File: src/rtl/rks_pkg.sv
package rks_pkg;

  typedef enum logic [2:0] {
    SQ_IDLE    = 3'd0,
    SQ_EDO_CAS = 3'd1,
    SQ_DRAIN   = 3'd2,
    SQ_REFRESH = 3'd3,
    SQ_HOLD    = 3'd4,
    SQ_RELEASE = 3'd5
  } seq_state_t;

  localparam int CAUSE_BIT = 0;
  localparam int KEEP_BIT  = 6;
  localparam int SDRAM_BIT = 7;

  // saturating increment of a debounce sample count
  function automatic logic [7:0] sat_inc(input logic [7:0] cnt, input int limit);
    if (int'(cnt) >= limit) return cnt;
    return cnt + 8'd1;
  endfunction

  // true when a window counter sits on its final value
  function automatic logic window_last(input logic [7:0] cnt, input int length);
    return int'(cnt) == length - 1;
  endfunction

endpackage

File: src/rtl/rks_key_filter.sv
module rks_key_filter #(
  parameter int SAMPLES = 4
) (
  input  logic clk,
  input  logic rst_n,
  input  logic key_n,
  input  logic sample_tick,
  output logic key_active
);
  localparam int CW = $clog2(SAMPLES + 1);

  logic [1:0]    sync_q;
  logic [CW-1:0] low_cnt_q;
  logic          act_q;
  logic          key_high;
  logic [7:0]    cnt_next;

  assign key_high = sync_q[1];
  assign cnt_next = rks_pkg::sat_inc(8'(low_cnt_q), SAMPLES);

  always_ff @(posedge clk or negedge rst_n) begin
    if (!rst_n) begin
      sync_q    <= 2'b11;
      low_cnt_q <= '0;
      act_q     <= 1'b0;
    end else begin
      sync_q <= {sync_q[0], key_n};
      if (key_high) begin
        low_cnt_q <= '0;
        act_q     <= 1'b0;
      end else if (sample_tick) begin
        low_cnt_q <= CW'(cnt_next);
        if (rks_pkg::window_last(8'(low_cnt_q), SAMPLES)) act_q <= 1'b1;
      end
    end
  end

  assign key_active = act_q;

  AST_ACCEPT_ON_LOW_SAMPLE: assert property (@(posedge clk) disable iff (!rst_n)
    $rose(key_active) |-> $past(!key_high && sample_tick));
  AST_DROP_ON_HIGH: assert property (@(posedge clk) disable iff (!rst_n)
    key_high |=> !key_active);

endmodule

File: src/rtl/rks_ctrl_regs.sv
module rks_ctrl_regs (
  input  logic       clk,
  input  logic       rst_n,
  input  logic       wr_en,
  input  logic [7:0] wr_data,
  input  logic       cause_set,
  output logic [7:0] rd_data,
  output logic       sdram_sel,
  output logic       periph_keep
);
  import rks_pkg::*;

  logic cause_q, sdram_q, keep_q, clr_hit;
  logic unused_bits;

  assign clr_hit     = wr_en && wr_data[CAUSE_BIT];
  assign unused_bits = ^wr_data[5:1];

  always_ff @(posedge clk or negedge rst_n) begin
    if (!rst_n) begin
      cause_q <= 1'b0;
      sdram_q <= 1'b0;
      keep_q  <= 1'b0;
    end else begin
      if (cause_set)    cause_q <= 1'b1;
      else if (clr_hit) cause_q <= 1'b0;
      if (wr_en) begin
        sdram_q <= wr_data[SDRAM_BIT];
        keep_q  <= wr_data[KEEP_BIT];
      end
    end
  end

  always_comb begin
    rd_data            = '0;
    rd_data[CAUSE_BIT] = cause_q;
    rd_data[KEEP_BIT]  = keep_q;
    rd_data[SDRAM_BIT] = sdram_q;
  end

  assign sdram_sel   = sdram_q;
  assign periph_keep = keep_q;

  AST_CAUSE_STICKY: assert property (@(posedge clk) disable iff (!rst_n)
    cause_q && !clr_hit |=> cause_q);
  AST_CAUSE_SET: assert property (@(posedge clk) disable iff (!rst_n)
    cause_set |=> cause_q);

endmodule

File: src/rtl/rks_seq_fsm.sv
module rks_seq_fsm #(
  parameter int HOLD_CLKS = 8
) (
  input  logic clk,
  input  logic rst_n,
  input  logic key_active,
  input  logic sdram_sel,
  input  logic periph_keep,
  input  logic mc_busy,
  input  logic mc_refresh_ack,
  output logic cpu_cold_rst,
  output logic periph_rst,
  output logic mc_rst,
  output logic mc_refresh_req,
  output logic cause_set,
  output logic cas_phase,
  output logic ras_phase
);
  import rks_pkg::*;
  localparam int HW = (HOLD_CLKS > 1) ? $clog2(HOLD_CLKS) : 1;

  seq_state_t state_q, state_d;
  logic [HW-1:0] hold_q;
  logic sdram_mode_q, keep_mode_q;
  logic seq_active, accept_evt, edo_mode;

  assign accept_evt = (state_q == SQ_IDLE) && key_active;
  assign seq_active = (state_q != SQ_IDLE);
  assign edo_mode   = seq_active && !sdram_mode_q;

  always_comb begin
    state_d = state_q;
    unique case (state_q)
      SQ_IDLE:    if (key_active) state_d = sdram_sel ? SQ_DRAIN : SQ_EDO_CAS;
      SQ_EDO_CAS: state_d = SQ_HOLD;
      SQ_DRAIN:   if (!mc_busy) state_d = SQ_REFRESH;
      SQ_REFRESH: if (mc_refresh_ack) state_d = SQ_HOLD;
      SQ_HOLD:    if (!key_active) state_d = SQ_RELEASE;
      SQ_RELEASE: if (window_last(8'(hold_q), HOLD_CLKS)) state_d = SQ_IDLE;
      default:    state_d = SQ_IDLE;
    endcase
  end

  always_ff @(posedge clk or negedge rst_n) begin
    if (!rst_n) begin
      state_q      <= SQ_IDLE;
      hold_q       <= '0;
      sdram_mode_q <= 1'b0;
      keep_mode_q  <= 1'b0;
    end else begin
      state_q <= state_d;
      if (accept_evt) begin
        sdram_mode_q <= sdram_sel;
        keep_mode_q  <= periph_keep;
      end
      if (state_q == SQ_RELEASE) hold_q <= hold_q + HW'(1);
      else                       hold_q <= '0;
    end
  end

  assign cpu_cold_rst   = seq_active;
  assign periph_rst     = seq_active && !keep_mode_q;
  assign mc_rst         = edo_mode;
  assign mc_refresh_req = (state_q == SQ_REFRESH);
  assign cause_set      = accept_evt;
  assign cas_phase      = edo_mode;
  assign ras_phase      = edo_mode && (state_q != SQ_EDO_CAS);

  AST_SDRAM_MC_KEPT: assert property (@(posedge clk) disable iff (!rst_n)
    cpu_cold_rst && sdram_mode_q |-> !mc_rst);
  AST_REFRESH_ON_IDLE: assert property (@(posedge clk) disable iff (!rst_n)
    $rose(mc_refresh_req) |-> $past(!mc_busy));
  AST_REFRESH_ENDS_ON_ACK: assert property (@(posedge clk) disable iff (!rst_n)
    mc_refresh_req && mc_refresh_ack |=> !mc_refresh_req);
  AST_EDO_NO_REFRESH: assert property (@(posedge clk) disable iff (!rst_n)
    cpu_cold_rst && !sdram_mode_q |-> !mc_refresh_req);
  AST_PERIPH_INSIDE_CPU: assert property (@(posedge clk) disable iff (!rst_n)
    periph_rst |-> cpu_cold_rst);
  AST_EDO_MC_WITH_CPU: assert property (@(posedge clk) disable iff (!rst_n)
    $rose(cpu_cold_rst) && !sdram_mode_q |-> mc_rst);

endmodule

File: src/rtl/rks_dram_pins.sv
module rks_dram_pins (
  input  logic clk,
  input  logic rst_n,
  input  logic cas_phase,
  input  logic ras_phase,
  output logic cas_n,
  output logic ras_n
);
  logic cas_n_q, ras_n_q;

  always_ff @(posedge clk or negedge rst_n) begin
    if (!rst_n) begin
      cas_n_q <= 1'b1;
      ras_n_q <= 1'b1;
    end else begin
      cas_n_q <= !cas_phase;
      ras_n_q <= !ras_phase;
    end
  end

  assign cas_n = cas_n_q;
  assign ras_n = ras_n_q;

  AST_RAS_NEEDS_CAS: assert property (@(posedge clk) disable iff (!rst_n)
    !ras_n |-> !cas_n);
  AST_CAS_LEADS_RAS: assert property (@(posedge clk) disable iff (!rst_n)
    $fell(ras_n) |-> $past(!cas_n));

endmodule

File: src/rtl/reset_key_sequencer.sv
module reset_key_sequencer #(
  parameter int DEB_SAMPLES = 4,
  parameter int HOLD_CLKS   = 8
) (
  input  logic       clk,
  input  logic       rst_n,
  input  logic       key_n,
  input  logic       slow_tick,
  input  logic       reg_wr_en,
  input  logic [7:0] reg_wr_data,
  output logic [7:0] reg_rd_data,
  input  logic       mc_busy,
  input  logic       mc_refresh_ack,
  output logic       mc_refresh_req,
  output logic       mc_rst,
  output logic       cpu_cold_rst,
  output logic       periph_rst,
  output logic       dram_cas_n,
  output logic       dram_ras_n
);
  logic key_active, sdram_sel, periph_keep, cause_set, cas_phase, ras_phase;

  rks_key_filter #(.SAMPLES(DEB_SAMPLES)) u_filter (
    .clk(clk), .rst_n(rst_n), .key_n(key_n), .sample_tick(slow_tick),
    .key_active(key_active));

  rks_ctrl_regs u_regs (
    .clk(clk), .rst_n(rst_n), .wr_en(reg_wr_en), .wr_data(reg_wr_data),
    .cause_set(cause_set), .rd_data(reg_rd_data), .sdram_sel(sdram_sel),
    .periph_keep(periph_keep));

  rks_seq_fsm #(.HOLD_CLKS(HOLD_CLKS)) u_fsm (
    .clk(clk), .rst_n(rst_n), .key_active(key_active), .sdram_sel(sdram_sel),
    .periph_keep(periph_keep), .mc_busy(mc_busy), .mc_refresh_ack(mc_refresh_ack),
    .cpu_cold_rst(cpu_cold_rst), .periph_rst(periph_rst), .mc_rst(mc_rst),
    .mc_refresh_req(mc_refresh_req), .cause_set(cause_set),
    .cas_phase(cas_phase), .ras_phase(ras_phase));

  rks_dram_pins u_pins (
    .clk(clk), .rst_n(rst_n), .cas_phase(cas_phase), .ras_phase(ras_phase),
    .cas_n(dram_cas_n), .ras_n(dram_ras_n));

endmodule

File: config.mk
export PLATFORM = sky130hd
export DESIGN_NAME = reset_key_sequencer
export DESIGN_NICKNAME = d
export VERILOG_FILES = /design/src/rtl/rks_pkg.sv /design/src/rtl/rks_key_filter.sv /design/src/rtl/rks_ctrl_regs.sv /design/src/rtl/rks_seq_fsm.sv /design/src/rtl/rks_dram_pins.sv /design/src/rtl/reset_key_sequencer.sv
export SDC_FILE = /design/constraint.sdc
export NUM_CORES = 1
export LEC_CHECK = 0
export BUFFER_PORTS_ARGS = -buffer_cell sky130_fd_sc_hd__buf_4
export CORE_MARGIN = 2
export CORE_UTILIZATION = 50
export CTS_CLUSTER_DIAMETER = 40
export DETAILED_ROUTE_END_ITERATION = 8
export PLACE_DENSITY = 0.78
export SETUP_SLACK_MARGIN = 0.1
export SLEW_MARGIN = 10
export SYNTH_ARGS = -nofsm -noshare
export SYNTH_HDL_FRONTEND = slang
export SYNTH_HIERARCHICAL = 1
export SYNTH_SLANG_ARGS = --single-unit
export TNS_END_PERCENT = 20
File: constraint.sdc
create_clock -name clk -period 3.6 [get_ports clk]
set_input_delay 0.18 -clock clk [delete_from_list [all_inputs] [get_ports clk]]
set_output_delay 0.18 -clock clk [all_outputs]
set_load 0.02 [all_outputs]
======== After elaboration in Yosys (flattened, before gate mapping) ========
Index checks and enable logic that the tools add are counted.
storage, ports and cells
  flip-flop bits (word level) ............. 19
  output and inout bits ................... 14
cells by class
  add/subtract/negate cells ............... 2
  $lt $le $gt $ge ......................... 1
  equal/unequal tests ..................... 14
  muxes and demuxes ....................... 17
  reduce and logical (&&, ||, !) cells .... 17
operators by type and width
  kind                                                                      count
  3-bit 2-to-1 mux                                                          9
  3-bit one-hot mux with 6 select lines                                     1
  3-bit == test (second input constant)                                     3
  2-bit inequality test (second input constant)                             4
  3-bit by 1-bit adder with 3-bit output (second input constant)            2
  3-bit by 1-bit == test with 1-bit output (second input constant)          2
  3-bit by 2-bit == test with 1-bit output (second input constant)          2
  1-bit 2-to-1 mux                                                          6
  2-bit nonzero test                                                        3
  1-bit logical AND                                                         5
  5-bit AND reduction                                                       1
  1-bit logical NOT                                                         4
  2-bit AND reduction                                                       2
  3-bit greater-or-equal comparator (second input constant)                 1
  3-bit logical NOT                                                         1
  3-bit by 1-bit inequality test with 1-bit output (second input constant)  1
  3-bit by 2-bit inequality test with 1-bit output (second input constant)  1
  3-bit nonzero test                                                        1
  2-bit 2-to-1 mux                                                          1
  2-bit by 1-bit inequality test with 1-bit output (second input constant)  1

======== Longest topological paths before layout ========
  depth after elaboration ................. 5
  depth in mapped cells ................... 5

======== Hierarchy ========
Netlist, hierarchy kept.
by module, submodules not included
  module          times used  cells an instance  area each (sq um)  seq. area each (sq um)
  rks_seq_fsm     1           45                 456.7              200.2
  rks_key_filter  1           20                 262.8              152.6
  rks_ctrl_regs   1           16                 172.7              75.1
  rks_dram_pins   1           4                  60.1               52.6

======== Worst setup path after synthesis ========
Ideal clock, no wire load.
  kind .................................... reg-to-reg
  start ................................... reg u_fsm.state_q[1]
  end ..................................... reg u_fsm.sdram_mode_q
  library setup time ...................... 0.127 ns
  arrival time ............................ 1.165 ns
  required time ........................... 3.473 ns
  path slack .............................. 2.308 ns
  cell stages (with the launch flop) ...... 5
  period minus slack after synthesis ...... 1.292 ns
  path through ............................ dfrtp_1 > buf_6 > nor3_4 > and2_4 > mux2_1
on the way
  word-level cells in the longest chain between the ends .. 2
ends and longest elaborated chain
  what                      line                       text
  start: declaration        rks_seq_fsm.sv:22          seq_state_t state_q, state_d;
  start signal: assignment  rks_seq_fsm.sv:51          state_q <= state_d;
  3-bit logical NOT         rks_seq_fsm.sv:27          assign accept_evt = (state_q == SQ_IDLE) && key_active;
  1-bit logical AND         rks_seq_fsm.sv:27
  via cause_set             reset_key_sequencer.sv:21  logic key_active, sdram_sel, periph_keep, cause_set, cas_phase, ras_phase;
  end signal: assignment    rks_seq_fsm.sv:53          sdram_mode_q <= sdram_sel;
  end: declaration          rks_seq_fsm.sv:24          logic sdram_mode_q, keep_mode_q;
The timed path passes the listed nets, and every way through them passes these cells.
A chain may end at the register's enable or synchronous reset.

======== Worst setup path in the final report ========
  start ................................... reg u_fsm.state_q[2]
  end ..................................... out mc_rst
on the way
  word-level cells in the longest chain between the ends .. 2
ends and longest elaborated chain
  what                line                       text
  3-bit nonzero test  rks_seq_fsm.sv:28          assign seq_active = (state_q != SQ_IDLE);
  1-bit logical AND   rks_seq_fsm.sv:29          assign edo_mode = seq_active && !sdram_mode_q;
  end: declaration    reset_key_sequencer.sv:15  output logic mc_rst,
No other way between the ends.

==> flow_metrics.env <==
export IMPL_dr_first_iter_drc_count=10
export IMPL_rows=15
export IMPL_outcome="complete, no violations"
export IMPL_post_dp_hpwl_um=1090
export IMPL_yosys_mux_area_fraction_pct=7.49
export IMPL_worstSetupEndpointType="primary output"
export IMPL_reg2regPathDepth=3
export IMPL_die_h_um=47.6
export IMPL_avgSynthCellArea_sq_um=11.2
export IMPL_grt_max_degree=20
export IMPL_multiInputGateArea_sq_um=370
export IMPL_worstHoldStart="reg_wr_data[6]"
export IMPL_yosys_warnings=6
export IMPL_crit_type="reg -> out"
export IMPL_via_per_inst=4.87
export IMPL_syn_inst=85
export IMPL_total_power_mw=0.517
export IMPL_die_w_um=47.6
export IMPL_maxCapViolations=0
export IMPL_p_leak_nw=0.526
export IMPL_fillCellCount=170
export IMPL_syn_area_sq_um=952
export IMPL_synth_top_family_by_area="simple AND/OR/NAND/NOR gates"
export IMPL_grt_util_all_layers_pct=14.4
export IMPL_cts_max_path_buffers=2
export IMPL_cts_sinks=19
export IMPL_period_minus_slack_ps=1500
export IMPL_slew_viol_final=0
export IMPL_seqCellArea_sq_um=480
export IMPL_hold_ws_ps=122
export IMPL_wl_per_cell_um=11.4
export IMPL_num_antenna_cells=0
export IMPL_ant_nets=0
export IMPL_r2r_end="u_fsm/sdram_mode_q"
export IMPL_final_common_cell="buf_4"
export IMPL_dr_pass1_iters=3
export IMPL_fmax_ghz=0.669
export IMPL_synthAdderAreaFrac_pct=5.26
export IMPL_synth_largest_area_cell="dfrtp_1"
export IMPL_r2r_start="u_fsm/state_q[2]"
export IMPL_cts_tree="yes"
export IMPL_hold_violations=0
export IMPL_critPathMaxFanout=13
export IMPL_io_buffers=18
export IMPL_start_util_pct=54.0
export IMPL_path_clk_slew_ps=100
export IMPL_synth_top_area_share_pct=39.4
export IMPL_synth_compound_area_share_pct=6.70
export IMPL_grt_pass1_wl_um=2220
export IMPL_antenna_found_initial=0
export IMPL_ctsRootBufferMaster="clkbuf_4"
export IMPL_synth_xor_area_share_pct=0
export IMPL_finalCritPeriodShare_pct=41.5
export IMPL_post_cts_resized=0
export IMPL_rsz0062_at_grt="no"
export IMPL_area_growth_pct=13.3
export IMPL_drt_wl_total_um=1440
export IMPL_synth_top_cells_by_area="dfrtp_1, dfstp_2, buf_4"
export IMPL_drive_above_1_share_pct=31.7
export IMPL_h_tree_depth=1
export IMPL_hold_path_class="in -> reg"
export IMPL_setup_viol=0
export IMPL_vdd_drop_max_v=0.000296
export IMPL_worst_setup_path_start_kind="register"
export IMPL_yosysSeqAreaShare_pct=50.5
export IMPL_nets=121
export IMPL_clkLatencyLatePin_ps=280
export IMPL_grt_pass1_vias=559
export IMPL_post_cts_setup_buffers=0
export IMPL_ys_ff_latch=19
export IMPL_power_density_nw_per_um2=480
export IMPL_fp_coreArea_sq_um=1760
export IMPL_worstPathRequired_ps=3420
export IMPL_grt_overflow=0
export IMPL_synthSimpleGateAreaFrac_pct=17.5
export IMPL_setup_tns_ps=0
export IMPL_final_cell_mix="buf_4, dfrtp_1, nor2_1, nand2_1, conb_1"
export IMPL_pin_count=29
export IMPL_synth_cell_type_count=29
export IMPL_drcViolationCount=0
export IMPL_arrival_ps=1320
export IMPL_routabilityCongestion=0.697
export IMPL_cts_buffers=3
export IMPL_rrSetupSlack_ps=2200
export IMPL_dieArea_sq_um=2270
export IMPL_finalClockSkew_ps=1.43
export IMPL_hold_depth=2
export IMPL_vias=614
export IMPL_worstHoldEndpoint="u_regs/periph_keep"
power by group:
group          switching [mW]  internal (mW)
combinational          0.0620         0.0677
sequential             0.0332          0.253
clock                  0.0586         0.0429
worst max path at each step:
stage / endpoint / cells past startpoint / start / slack (ps)
after global routing: mc_rst / 3 / u_fsm/state_q[2] / 2010
after CTS: mc_rst / 3 / u_fsm/state_q[1] / 2080
after floorplan: u_fsm/sdram_mode_q / 4 / u_fsm/state_q[1] / 2310
after global placement: u_fsm/keep_mode_q / 3 / u_fsm/state_q[1] / 2230
after detailed placement: u_fsm/keep_mode_q / 3 / u_fsm/state_q[1] / 2220
final: mc_rst / 3 / u_fsm/state_q[2] / 2100
cells by family after synthesis:
kind of cell	Yosys count
simple gates	29
fa+ha+maj	4
mux	6
flops	19
buf+inv	16
compound gates	10
other cells	1
sequential cells by signal, summed over array words and instances, names as in the netlist:
register	cells
u_filter/key_active	1
u_fsm/keep_mode_q	1
u_filter/sync_q	2
u_regs/cause_q	1
u_pins/cas_n	1
u_fsm/hold_q	3
u_pins/ras_n	1
u_regs/sdram_sel	1
u_fsm/sdram_mode_q	1
u_fsm/state_q	3
u_filter/low_cnt_q	3
u_regs/periph_keep	1
cells in the mapped netlist:
master,instances
nor3_1,1
o31ai_1,1
nand3_1,1
or3_1,1
inv_1,4
and2_1,2
a21oi_1,4
dfstp_2,4
nor3_4,1
o21ai_0,1
nand4bb_1,1
nand2b_1,4
nand2_1,5
and2_4,1
mux2_1,2
nor2_1,10
a21o_1,1
o21ai_1,1
ha_1,4
mux2_2,3
mux2_4,1
buf_6,3
buf_4,9
nor2b_4,1
conb_1,1
nor2b_1,1
o32a_1,1
a2bb2oi_1,1
dfrtp_1,15
stage by stage:
stage                     worst slack [ps]  cells  area, sq um  utilization, %
after floorplan                       2310     89          967               -
after global placement                2230    120         1030            58.5
after detailed placement              2220    120         1030            58.5
after CTS                             2080    126         1080            61.1
after global routing                  2010    126         1080            61.1
final                                 2100    126         1080            61.1
area by class of cell:
class                   instances  area share [%]
multi-input cells              54            34.3
inverters                       4            1.39
well taps                      25            2.90
flip-flops and latches         19            44.5
clock buffers                   4            2.44
repair buffers                 20            14.4
repair_timing:
| item | 4_1_cts | 5_1_grt |
|---|---|---|
| setup endpoints to repair | 0 | 0 |
| hold buffers | 2 | 0 |
| endpoints found under the hold margin | 20 | 0 |
critical path: stages, from the launching register on:
cell	delay (ps)
dfrtp_1	540
nor3_4	240
nor2_1	90
buf_4	160
per-layer routing:
layer / global-route usage (%) / wire [um]
met5: 0 / 0
met4: 8.11 / 21
met3: 2.26 / 61
met2: 26.8 / 755
met1: 15.4 / 603
No activity file was read; power rests on OpenSTA's default activity.
